<file path="src/rtl/irq_pkg.sv">
package irq_pkg;

    typedef enum logic [1:0] {
        OP_SET_EN   = 2'd0,
        OP_CLR_EN   = 2'd1,
        OP_SET_PEND = 2'd2,
        OP_CLR_PEND = 2'd3
    } wr_op_e;

endpackage

</file>
<file path="src/rtl/irq_edge_sync.sv">
module irq_edge_sync (
    input  logic clk,
    input  logic rst_n,
    input  logic a_i,
    output logic rise_o
);
    typedef struct packed {
        logic s1;
        logic s2;
        logic s3;
    } sync_t;

    sync_t st_d, st_q;

    always_comb begin
        st_d.s1 = a_i;
        st_d.s2 = st_q.s1;
        st_d.s3 = st_q.s2;
        rise_o  = st_q.s2 & ~st_q.s3;
    end

    always_ff @(posedge clk or negedge rst_n) begin
        if (!rst_n) st_q <= '0;
        else        st_q <= st_d;
    end
endmodule

</file>
<file path="src/rtl/irq_arbiter.sv">
module irq_arbiter #(
    parameter int N_SRC   = 8,
    parameter int PRIO_W  = 3,
    parameter int SUB_W   = 2,
    parameter int NMI_SRC = 0
) (
    input  logic [N_SRC-1:0]              elig_i,
    input  logic [N_SRC-1:0][PRIO_W-1:0]  grp_i,
    input  logic [N_SRC-1:0][SUB_W-1:0]   sub_i,
    output logic                          valid_o,
    output logic [$clog2(N_SRC)-1:0]      idx_o,
    output logic [PRIO_W:0]               lvl_o
);
    localparam int IDX_W = $clog2(N_SRC);
    localparam int LVL_W = PRIO_W + 1;

    logic [LVL_W-1:0] cur_lvl;
    logic [SUB_W-1:0] cur_sub, best_sub;

    always_comb begin
        valid_o  = 1'b0;
        idx_o    = '0;
        lvl_o    = '1;
        best_sub = '1;
        cur_lvl  = '0;
        cur_sub  = '0;
        for (int i = 0; i < N_SRC; i++) begin
            if (i == NMI_SRC) begin
                cur_lvl = '0;
                cur_sub = '0;
            end else begin
                cur_lvl = LVL_W'(grp_i[i]) + LVL_W'(1);
                cur_sub = sub_i[i];
            end
            if (elig_i[i] && (!valid_o || cur_lvl < lvl_o ||
                              (cur_lvl == lvl_o && cur_sub < best_sub))) begin
                valid_o  = 1'b1;
                idx_o    = IDX_W'(i);
                lvl_o    = cur_lvl;
                best_sub = cur_sub;
            end
        end
    end
endmodule

</file>
<file path="src/rtl/prio_irq_ctrl.sv">
module prio_irq_ctrl #(
    parameter int N_SRC   = 8,
    parameter int PRIO_W  = 3,
    parameter int SUB_W   = 2,
    parameter int NMI_SRC = 0
) (
    input  logic                        clk,
    input  logic                        rst_n,
    input  logic [N_SRC-1:0]            trig_i,
    input  logic [N_SRC-1:0]            arm_i,
    input  logic                        glob_en_i,
    input  logic                        wr_en_i,
    input  logic [1:0]                  wr_op_i,
    input  logic [N_SRC-1:0]            wr_mask_i,
    input  logic                        prio_we_i,
    input  logic [$clog2(N_SRC)-1:0]    prio_idx_i,
    input  logic [PRIO_W-1:0]           prio_grp_i,
    input  logic [SUB_W-1:0]            prio_sub_i,
    input  logic                        rd_sel_i,
    output logic [N_SRC-1:0]            rd_data_o,
    output logic                        irq_o,
    output logic [$clog2(N_SRC)-1:0]    vec_o,
    input  logic                        ack_i,
    input  logic                        eoi_i,
    output logic [PRIO_W:0]             act_lvl_o
);
    import irq_pkg::*;

    localparam int IDX_W = $clog2(N_SRC);
    localparam int LVL_W = PRIO_W + 1;
    localparam int DEPTH = (1 << PRIO_W) + 1;
    localparam int PTR_W = $clog2(DEPTH + 1);
    localparam logic [LVL_W-1:0] IDLE_LVL = '1;
    localparam logic [N_SRC-1:0] NMI_MASK = N_SRC'(1) << NMI_SRC;

    typedef struct packed {
        logic [N_SRC-1:0]             en;
        logic [N_SRC-1:0]             pend;
        logic [N_SRC-1:0][PRIO_W-1:0] grp;
        logic [N_SRC-1:0][SUB_W-1:0]  sub;
        logic [DEPTH-1:0][LVL_W-1:0]  stk;
        logic [PTR_W-1:0]             ptr;
    } ctrl_t;

    ctrl_t st_d, st_q;

    logic [N_SRC-1:0] rise;
    logic [N_SRC-1:0] elig;
    logic             best_valid;
    logic [IDX_W-1:0] best_idx;
    logic [LVL_W-1:0] best_lvl;
    logic [LVL_W-1:0] run_lvl;
    logic             take;
    logic [PTR_W-1:0] ptr_pop;
    logic [N_SRC-1:0] pend_vis;

    for (genvar g = 0; g < N_SRC; g++) begin : g_sync
        irq_edge_sync u_sync (
            .clk    (clk),
            .rst_n  (rst_n),
            .a_i    (trig_i[g]),
            .rise_o (rise[g])
        );
    end

    assign elig = st_q.pend & ((st_q.en & arm_i & {N_SRC{glob_en_i}}) | NMI_MASK);

    irq_arbiter #(
        .N_SRC   (N_SRC),
        .PRIO_W  (PRIO_W),
        .SUB_W   (SUB_W),
        .NMI_SRC (NMI_SRC)
    ) u_arb (
        .elig_i  (elig),
        .grp_i   (st_q.grp),
        .sub_i   (st_q.sub),
        .valid_o (best_valid),
        .idx_o   (best_idx),
        .lvl_o   (best_lvl)
    );

    always_comb begin
        run_lvl = IDLE_LVL;
        for (int d = 0; d < DEPTH; d++) begin
            if (int'(st_q.ptr) == d + 1) run_lvl = st_q.stk[d];
        end
        irq_o     = best_valid && (best_lvl < run_lvl);
        vec_o     = best_idx;
        act_lvl_o = run_lvl;
        rd_data_o = rd_sel_i ? st_q.pend : st_q.en;
        pend_vis  = st_q.pend;
        take      = ack_i && irq_o;

        st_d = st_q;

        // acknowledge clears first so a fresh edge in the same cycle survives
        if (take) st_d.pend[best_idx] = 1'b0;
        st_d.pend = st_d.pend | rise;

        if (wr_en_i) begin
            case (wr_op_e'(wr_op_i))
                OP_SET_EN:   st_d.en   = st_d.en | wr_mask_i;
                OP_CLR_EN:   st_d.en   = st_d.en & ~wr_mask_i;
                OP_SET_PEND: st_d.pend = st_d.pend | wr_mask_i;
                OP_CLR_PEND: st_d.pend = st_d.pend & ~wr_mask_i;
                default: ;
            endcase
        end

        if (prio_we_i && int'(prio_idx_i) < N_SRC) begin
            st_d.grp[prio_idx_i] = prio_grp_i;
            st_d.sub[prio_idx_i] = prio_sub_i;
        end

        ptr_pop = st_q.ptr;
        if (eoi_i && st_q.ptr != '0) ptr_pop = st_q.ptr - PTR_W'(1);
        st_d.ptr = ptr_pop;
        if (take) begin
            for (int d = 0; d < DEPTH; d++) begin
                if (int'(ptr_pop) == d) st_d.stk[d] = best_lvl;
            end
            st_d.ptr = ptr_pop + PTR_W'(1);
        end
    end

    always_ff @(posedge clk or negedge rst_n) begin
        if (!rst_n) begin
            st_q      <= '0;
            st_q.grp  <= '1;
        end else begin
            st_q <= st_d;
        end
    end
endmodule

</file>
<file path="config.mk">
export PLATFORM = sky130hd
export DESIGN_NAME = prio_irq_ctrl
export DESIGN_NICKNAME = d
export VERILOG_FILES = /design/src/rtl/irq_pkg.sv /design/src/rtl/irq_edge_sync.sv /design/src/rtl/irq_arbiter.sv /design/src/rtl/prio_irq_ctrl.sv
export SDC_FILE = /design/constraint.sdc
export NUM_CORES = 1
export LEC_CHECK = 0
export ABC_AREA = 1
export BUFFER_PORTS_ARGS = -buffer_cell sky130_fd_sc_hd__buf_2
export CORE_MARGIN = 2
export CORE_UTILIZATION = 54
export DETAILED_ROUTE_END_ITERATION = 8
export GPL_TIMING_DRIVEN = 0
export PLACE_DENSITY_LB_ADDON = 0.12
export SLEW_MARGIN = 10
export SYNTH_ARGS = -nofsm -noshare
export SYNTH_HDL_FRONTEND = slang
export SYNTH_SLANG_ARGS = --single-unit
</file>
<file path="constraint.sdc">
create_clock -name clk -period 23.5 [get_ports clk]
set_input_delay 2.35 -clock clk [delete_from_list [all_inputs] [get_ports clk]]
set_output_delay 2.35 -clock clk [all_outputs]
set_load 0.005 [all_outputs]
</file>
==> metrics.yaml, run 1 <==
run_status:
  status: "finished, final reports clean"
setup_path:
  path_class: "in -> out"
  reg2reg_to: "st_q[17]$_DFFE_PN0P_"
  r2r_slack_ns: 11.36
  cp_max_fo: 10
  end_kind: "output port"
  crit_slowest_cell: "o21ai_2"
  cp.required_ns: 21.15
  r2r_start: "st_q[59]$_DFFE_PN1P_"
  critPathMaxStageDelay_ns: 0.54
  cp.arrival_ns: 13.26
  r2r_cells: 70
  cp-start-kind: "primary input"
floorplanning:
  design.core.area_um2: 12570
  rows: 41
  die_area_um2: 13760
  die_y_um: 117.3
  start_util: 0.5514
  ios: 58
  die_x_um: 117.3
synthesis:
  synth_ff_type: "dfrtp_1"
  synth.avg_cell_area_um2: 7.796
  synth_edf_count: 0
  syn-cell-area_um2: 6930
  synthCells: 889
  synth-seq-cells: 115
  syn_nets: 983
  ys_types: 37
  ys_warn_count: 0
  ys_async_sr_fraction: 1.000
  ys_seq_area_frac: 0.4190
placement:
  portBuffers: 54
  hpwlAfterDp_um: 12480
  place_congestion: 0.8414
cts:
  cts_buffers: 17
  cts_tree: "yes"
  clkLatencyLatePin_ns: 0.42
  post_cts_buffers: 0
  clock-root-buffer: "clkbuf_16"
  clockBufferDepth: 2
  cts-resized-gates: 0
  postCtsHoldBufs: 0
  cts-htree-levels: 4
  cts_sinks: 115
  clkTransAtPathRegs_ns: 0.06
final_layout:
  nFillCells: 1134
  multi_input_area_um2: 3525
  drive_gt1_frac: 0.1475
  syn_to_final_growth_pct: 16.23
  regArea_um2: 2904
  diodes: 0
  nNetsFinal: 1057
drt:
  routed_wl_um: 16840
  ant_nets: 0
  wl_per_cell_um: 14.67
  vias: 6185
  vias_per_cell: 5.388
  dr.pass1.iters: 5
  drt_drc_violations_left: 0
  initialDrtViolationCount: 416
worst_hold_path:
  holdPathStages: 0
  hp-class: "reg -> reg"
  hp-start: "g_sync[7].u_sync.st_d[1]$_DFF_PN0_"
  min_to: "g_sync[7].u_sync.st_d[0]$_DFF_PN0_"
global_routing:
  grt_pass1_wl_um: 28140
  grtUsageTotal: 0.2653
  grt_pass1_vias: 5864
  grt_max_degree: 82
  grt_overflow: 0
  antenna_found_initial: 0
timing:
  finalSetupViolCount: 0
  hold_violations: 0
  rsz0062_at_grt: "false"
  tightest_slew_ns: 1.023
  slew_headroom: 0.3125
  fin_skew_ns: 0.008619
  period_share: 0.6642
  timing.final.max_slew_violations: 0
  fmax_mhz: 64.07
  min_period_ns: 15.61
  fin_tns_setup_ns: 0
pwr:
  leakage_nw: 4.198
  p_per_area_nw_per_um2: 151.2
  power_mw: 1.218
  irDropWorstVdd_mv: 0.09453
job:
  maxCapViolations: 0
-- layout make-up --
type / instances / area share
plain buffers: 20 / 0.01196
multi-input cells: 646 / 0.4376
well taps: 172 / 0.02672
flip-flops and latches: 115 / 0.3605
inverters: 108 / 0.05033
clock buffers: 18 / 0.05452
clock inverters: 14 / 0.02066
repair buffers: 55 / 0.03774
-- cells in the mapped netlist, types with 2 or more instances --
| cell type | number | area, µm² |
|---|---|---|
| nand2_1 | 238 | 893.4 |
| dfstp_2 | 21 | 551.8 |
| buf_6 | 2 | 22.52 |
| nand2_2 | 16 | 100.1 |
| inv_1 | 107 | 401.6 |
| nor3_1 | 19 | 95.09 |
| nand3_2 | 9 | 90.09 |
| ha_1 | 52 | 650.6 |
| clkbuf_1 | 12 | 45.04 |
| a211oi_1 | 2 | 15.01 |
| and3_1 | 5 | 31.28 |
| nand4_1 | 50 | 312.8 |
| o22ai_1 | 9 | 56.30 |
| o21ai_0 | 88 | 440.4 |
| dfrtp_1 | 94 | 2352 |
| o221ai_1 | 3 | 26.28 |
| nand3_1 | 21 | 105.1 |
| nor2_1 | 62 | 232.7 |
| buf_2 | 2 | 10.01 |
| nor4_1 | 4 | 25.02 |
| a21oi_1 | 34 | 170.2 |
| a22oi_1 | 5 | 37.54 |
| xor2_1 | 10 | 87.58 |
| o21ai_2 | 3 | 26.28 |
| o21bai_1 | 3 | 22.52 |
| buf_1 | 3 | 11.26 |
| o211ai_1 | 5 | 37.54 |
-- critical path, delay by kind of cell --
| kind | cells | cell delay (ns) |
|---|---|---|
| fa+ha+maj | 7 | 2.24 |
| simple gates | 23 | 2.05 |
| buf+inv | 12 | 2.47 |
| compound gates | 23 | 4.14 |
-- where the power goes --
group | internal [mW] | switching [mW] | total, mW
Sequential | 0.253 | 0.0370 | 0.290
Clock | 0.162 | 0.105 | 0.267
Combinational | 0.229 | 0.432 | 0.661
Total | 0.644 | 0.574 | 1.22
-- cells by family after synthesis --
family | share of synthesized area
compound gates | 0.1251
xor+xnor | 0.01264
fa+ha+maj | 0.09388
buf+inv | 0.07240
flops | 0.4190
simple gates | 0.2769
-- sequential cells by signal (all words and copies together), names as in the netlist, named ones only --
| register | flops |
|---|---|
| pend_vis | 8 |
| g_sync.u_sync.st_q | 8 |
| st_q | 75 |
| g_sync.u_sync.st_d | 16 |
-- per-stage QoR --
| stage | setup slack, ns | hold slack [ns] | utilization | instances | instance area [µm²] |
|---|---|---|---|---|---|
| after detailed placement | 8.008 | 0.3347 | 0.5927 | 1116 | 7450 |
| after CTS | 7.898 | 0.3488 | 0.6409 | 1148 | 8055 |
| after global routing | 6.627 | 0.3539 | 0.6409 | 1148 | 8055 |
| after floorplan | 10.13 | 0.3312 | - | 889 | 6930 |
| final | 7.892 | 0.3465 | 0.6409 | 1148 | 8055 |
| after global placement | 8.053 | 0.3330 | 0.5900 | 1115 | 7416 |
-- cells in the final DEF (no fill, tap or decap), types with 5 or more instances in the layout --
cell       count
a22oi_1        5
o21ai_0       88
nor2_1        62
buf_2         55
dfrtp_1       94
dfstp_2       21
nor3_1        19
nand4_1       50
xor2_1        10
inv_6          6
inv_1        107
nand3_1       21
nand2_2       16
ha_1          52
a21oi_1       34
nand3_2        9
clkbuf_1      12
o211ai_1       5
nand2_1      238
and3_1         5
o22ai_1        9
clkbuf_16     17
-- worst max-delay path by stage --
| stage | from | to | slack [ns] | depth (start not counted) |
|---|---|---|---|---|
| 5_1_grt | glob_en_i | irq_o | 6.63 | 66 |
| 4_1_cts | glob_en_i | irq_o | 7.90 | 65 |
| 3_5_place_dp | glob_en_i | irq_o | 8.01 | 65 |
| 3_3_place_gp | glob_en_i | irq_o | 8.05 | 65 |
| 2_1_floorplan | arm_i[1] | irq_o | 10.13 | 63 |
| 6_report | glob_en_i | irq_o | 7.89 | 65 |
-- per-layer routing --
metal / share of wire / up-vias / GRT usage
li1: - / 3125 / -
met1: 0.50 / 2865 / 0.3831
met2: 0.44 / 177 / 0.4077
met3: 0.051 / 18 / 0.05613
met4: 0.012 / 0 / 0.06980
met5: 0 / - / 0
Power figures use the tool's default switching activity.
==> run 2, diff against run 1 <==
Clock period 23.5 ns to 12.7 ns, I/O delays scaled along.
==> run 2 against run 1 <==
  * Total power is 92% higher
  * Non-clock buffer count is 3 higher
  * Combinational power is 97% higher
  * Flip-flop and latch count stayed put
  * Utilization is 0.97 points higher
  * Final area is 1.5% higher
  * Cell count is 0.26% higher
  * Clock power is 85% higher
  * Count of clock-buffer cells in the layout stayed put
  * Sequential power is 85% higher
  * Largest cell class unchanged
==> metrics.yaml, run 2 (synthesized netlist as in run 1, its figures left out) <==
run_status:
  status: "finished, final reports clean"
setup_path:
  reg2reg_to: "st_q[2]$_DFF_PN0_"
  endpoint: "irq_o"
  cp.arrival_ns: 10.41  # -2.85 ns
  critPathMaxStageDelay_ns: 0.57  # +0.03 ns
  cp-start-kind: "flip-flop"
  startpoint: "st_q[59]$_DFFE_PN1P_"
  cp.required_ns: 11.43  # -9.72 ns
  r2r_cells: 74  # +5.7%
  end_kind: "output port"
  cp_max_fo: 13  # +3
  r2r_slack_ns: 2.27  # -9.09 ns
  path_class: "reg -> out"
  crit_slowest_cell: "dfstp_2"
  r2r_start: "st_q[59]$_DFFE_PN1P_"
  cp_common_cell: "nand2_1"
cts:
  clkLatencyLatePin_ns: 0.42  # about the same
  clkTransAtPathRegs_ns: 0.06  # about the same
  cts_tree: "yes"
  postCtsHoldBufs: 0  # unchanged
  cts_buffers: 17  # unchanged
  cts_sinks: 115  # unchanged
  clock-root-buffer: "clkbuf_16"
  clockBufferDepth: 2  # unchanged
  cts-htree-levels: 4  # unchanged
drt:
  routed_wl_um: 16920  # +0.47%
  dr.pass1.iters: 5  # unchanged
  vias_per_cell: 5.408  # +0.38%
  vias: 6225  # +0.65%
  wl_per_cell_um: 14.70  # +0.21%
  initialDrtViolationCount: 448  # +7.7%
  drt_drc_violations_left: 0  # unchanged
  ant_nets: 0  # unchanged
final_layout:
  largest_register: "st_q"
  largest_register_ffs: 75  # unchanged
  mostFrequentLayoutCell: "nand2_1"
  final_cell_mix: "nand2_1 (238), inv_1 (107), dfrtp_1 (94)"
  syn_to_final_growth_pct: 17.98
  diodes: 0  # unchanged
  final_core_util: 0.6506  # +0.009656
  nNetsFinal: 1060  # +0.28%
  nFillCells: 1115  # -1.7%
  drive_gt1_frac: 0.1645  # +0.01691
timing:
  slew_headroom: 0.3180  # +0.005488
  fin_skew_ns: 0.009995  # +0.001376 ns
  fin_tns_setup_ns: 0  # unchanged
  finalSetupViolCount: 0  # unchanged
  period_share: 0.9198
  rsz0062_at_grt: "false"
  layout_setup_ws_ns: 1.018  # -6.874 ns
  whs_ns: 0.3465  # -0.00006600 ns
  hold_violations: 0  # unchanged
  fmax_mhz: 85.60
  min_period_ns: 11.68
  tightest_slew_ns: 1.015  # -0.008170 ns
  timing.final.max_slew_violations: 0  # unchanged
global_routing:
  grt_max_degree: 82  # unchanged
  gr-usage-met2: 0.4069  # -0.0007663
  use_met1: 0.3834  # about the same
  grt_pass1_vias: 5864  # unchanged
  grt_pass1_wl_um: 28140  # unchanged
  top_usage_layer: "met2"
  grtUsageTotal: 0.2652  # about the same
  use_met3: 0.05613  # unchanged
  grt_overflow: 0  # unchanged
  antenna_found_initial: 0  # unchanged
placement:
  hpwlAfterDp_um: 12480  # unchanged
  preCtsSetupSlack_ns: -0.6321  # -8.640 ns
  portBuffers: 54  # unchanged
  place_congestion: 0.8414  # unchanged
pwr:
  leakage_nw: 4.255  # +1.4%
  power_mw: 2.334  # +92%
  irDropWorstVdd_mv: 0.1942  # +110%
  p_per_area_nw_per_um2: 285.4  # +89%
job:
  maxCapViolations: 0  # unchanged
floorplanning:
  ios: 58  # unchanged
  die_y_um: 117.3  # unchanged
  die_area_um2: 13760  # unchanged
  start_util: 0.5514  # unchanged
  die_x_um: 117.3  # unchanged
  design.core.area_um2: 12570  # unchanged
  rows: 41  # unchanged
worst_hold_path:
  hp-class: "reg -> reg"
run 2: cell types whose count changed in the layout (fill, tap and decap cells not counted), sizes merged:
cell and change:
buf +6, clkbuf -3
run 2: worst min-delay path by stage:
| stage | depth (start not counted) | endpoint | slack, ns | from |
|---|---|---|---|---|
| floorplan | 0 | g_sync[0].u_sync.st_d[0]$_DFF_PN0_ | 0.33 | g_sync[0].u_sync.st_d[1]$_DFF_PN0_ |
| global placement | 0 | g_sync[2].u_sync.st_d[0]$_DFF_PN0_ | 0.33 | g_sync[2].u_sync.st_d[1]$_DFF_PN0_ |
| detailed placement | 0 | g_sync[7].u_sync.st_d[0]$_DFF_PN0_ | 0.33 | g_sync[7].u_sync.st_d[1]$_DFF_PN0_ |
| CTS | 0 | g_sync[7].u_sync.st_d[0]$_DFF_PN0_ | 0.35 | g_sync[7].u_sync.st_d[1]$_DFF_PN0_ |
| global route | 0 | g_sync[7].u_sync.st_d[0]$_DFF_PN0_ | 0.35 | g_sync[7].u_sync.st_d[1]$_DFF_PN0_ |
| finish | 0 | g_sync[7].u_sync.st_d[0]$_DFF_PN0_ | 0.35 | g_sync[7].u_sync.st_d[1]$_DFF_PN0_ |
run 2: critical path, delay by kind of cell (launching register included):
family	cells	cell delay (ns)
AO/OA/AOI/OAI	25	3.18
adder cells (fa/ha/maj)	9	2.51
AND/OR/NAND/NOR	25	2.18
buffers and inverters	11	1.36
flip-flops	1	0.57
XOR/XNOR	1	0.17
run 2: cell type report:
class	count	area, µm²	area share
multi-input combinational	646	3592	0.4393
sequential	115	2904	0.3552
clock buffer	18	439.2	0.05371
inverter	108	410.4	0.05019
timing repair buffer	59	334.1	0.04086
tap	172	215.2	0.02632
clock inverter	14	166.4	0.02035
buffer	19	115.1	0.01408
run 2: timing repair:
item                       in CTS  in global routing
setup endpoints to repair       1                  1
pin swaps                       1                  3
setup buffers                   1                  3
gates resized for setup        11                 43
run 2: layer usage:
layer,vias to the layer above,part of all wire,wire [µm]
li1,3142,-,-
met1,2900,0.49,8222
met2,164,0.44,7515
met3,19,0.058,976
met4,0,0.012,204
met5,-,0,0
run 2: per-stage QoR:
stage	cells	cell area, µm²
floorplan	889	6930
global placement	1115	7416
detailed placement	1116	7450
CTS	1148	8087
global route	1151	8177
finish	1151	8177
run 2: where the power goes:
part           total (mW)  switching [mW]  leakage (nW)  internal (mW)
sequential          0.537          0.0690          1.36          0.468
combinational        1.30           0.828          2.60          0.476
clock               0.493           0.193         0.295          0.300
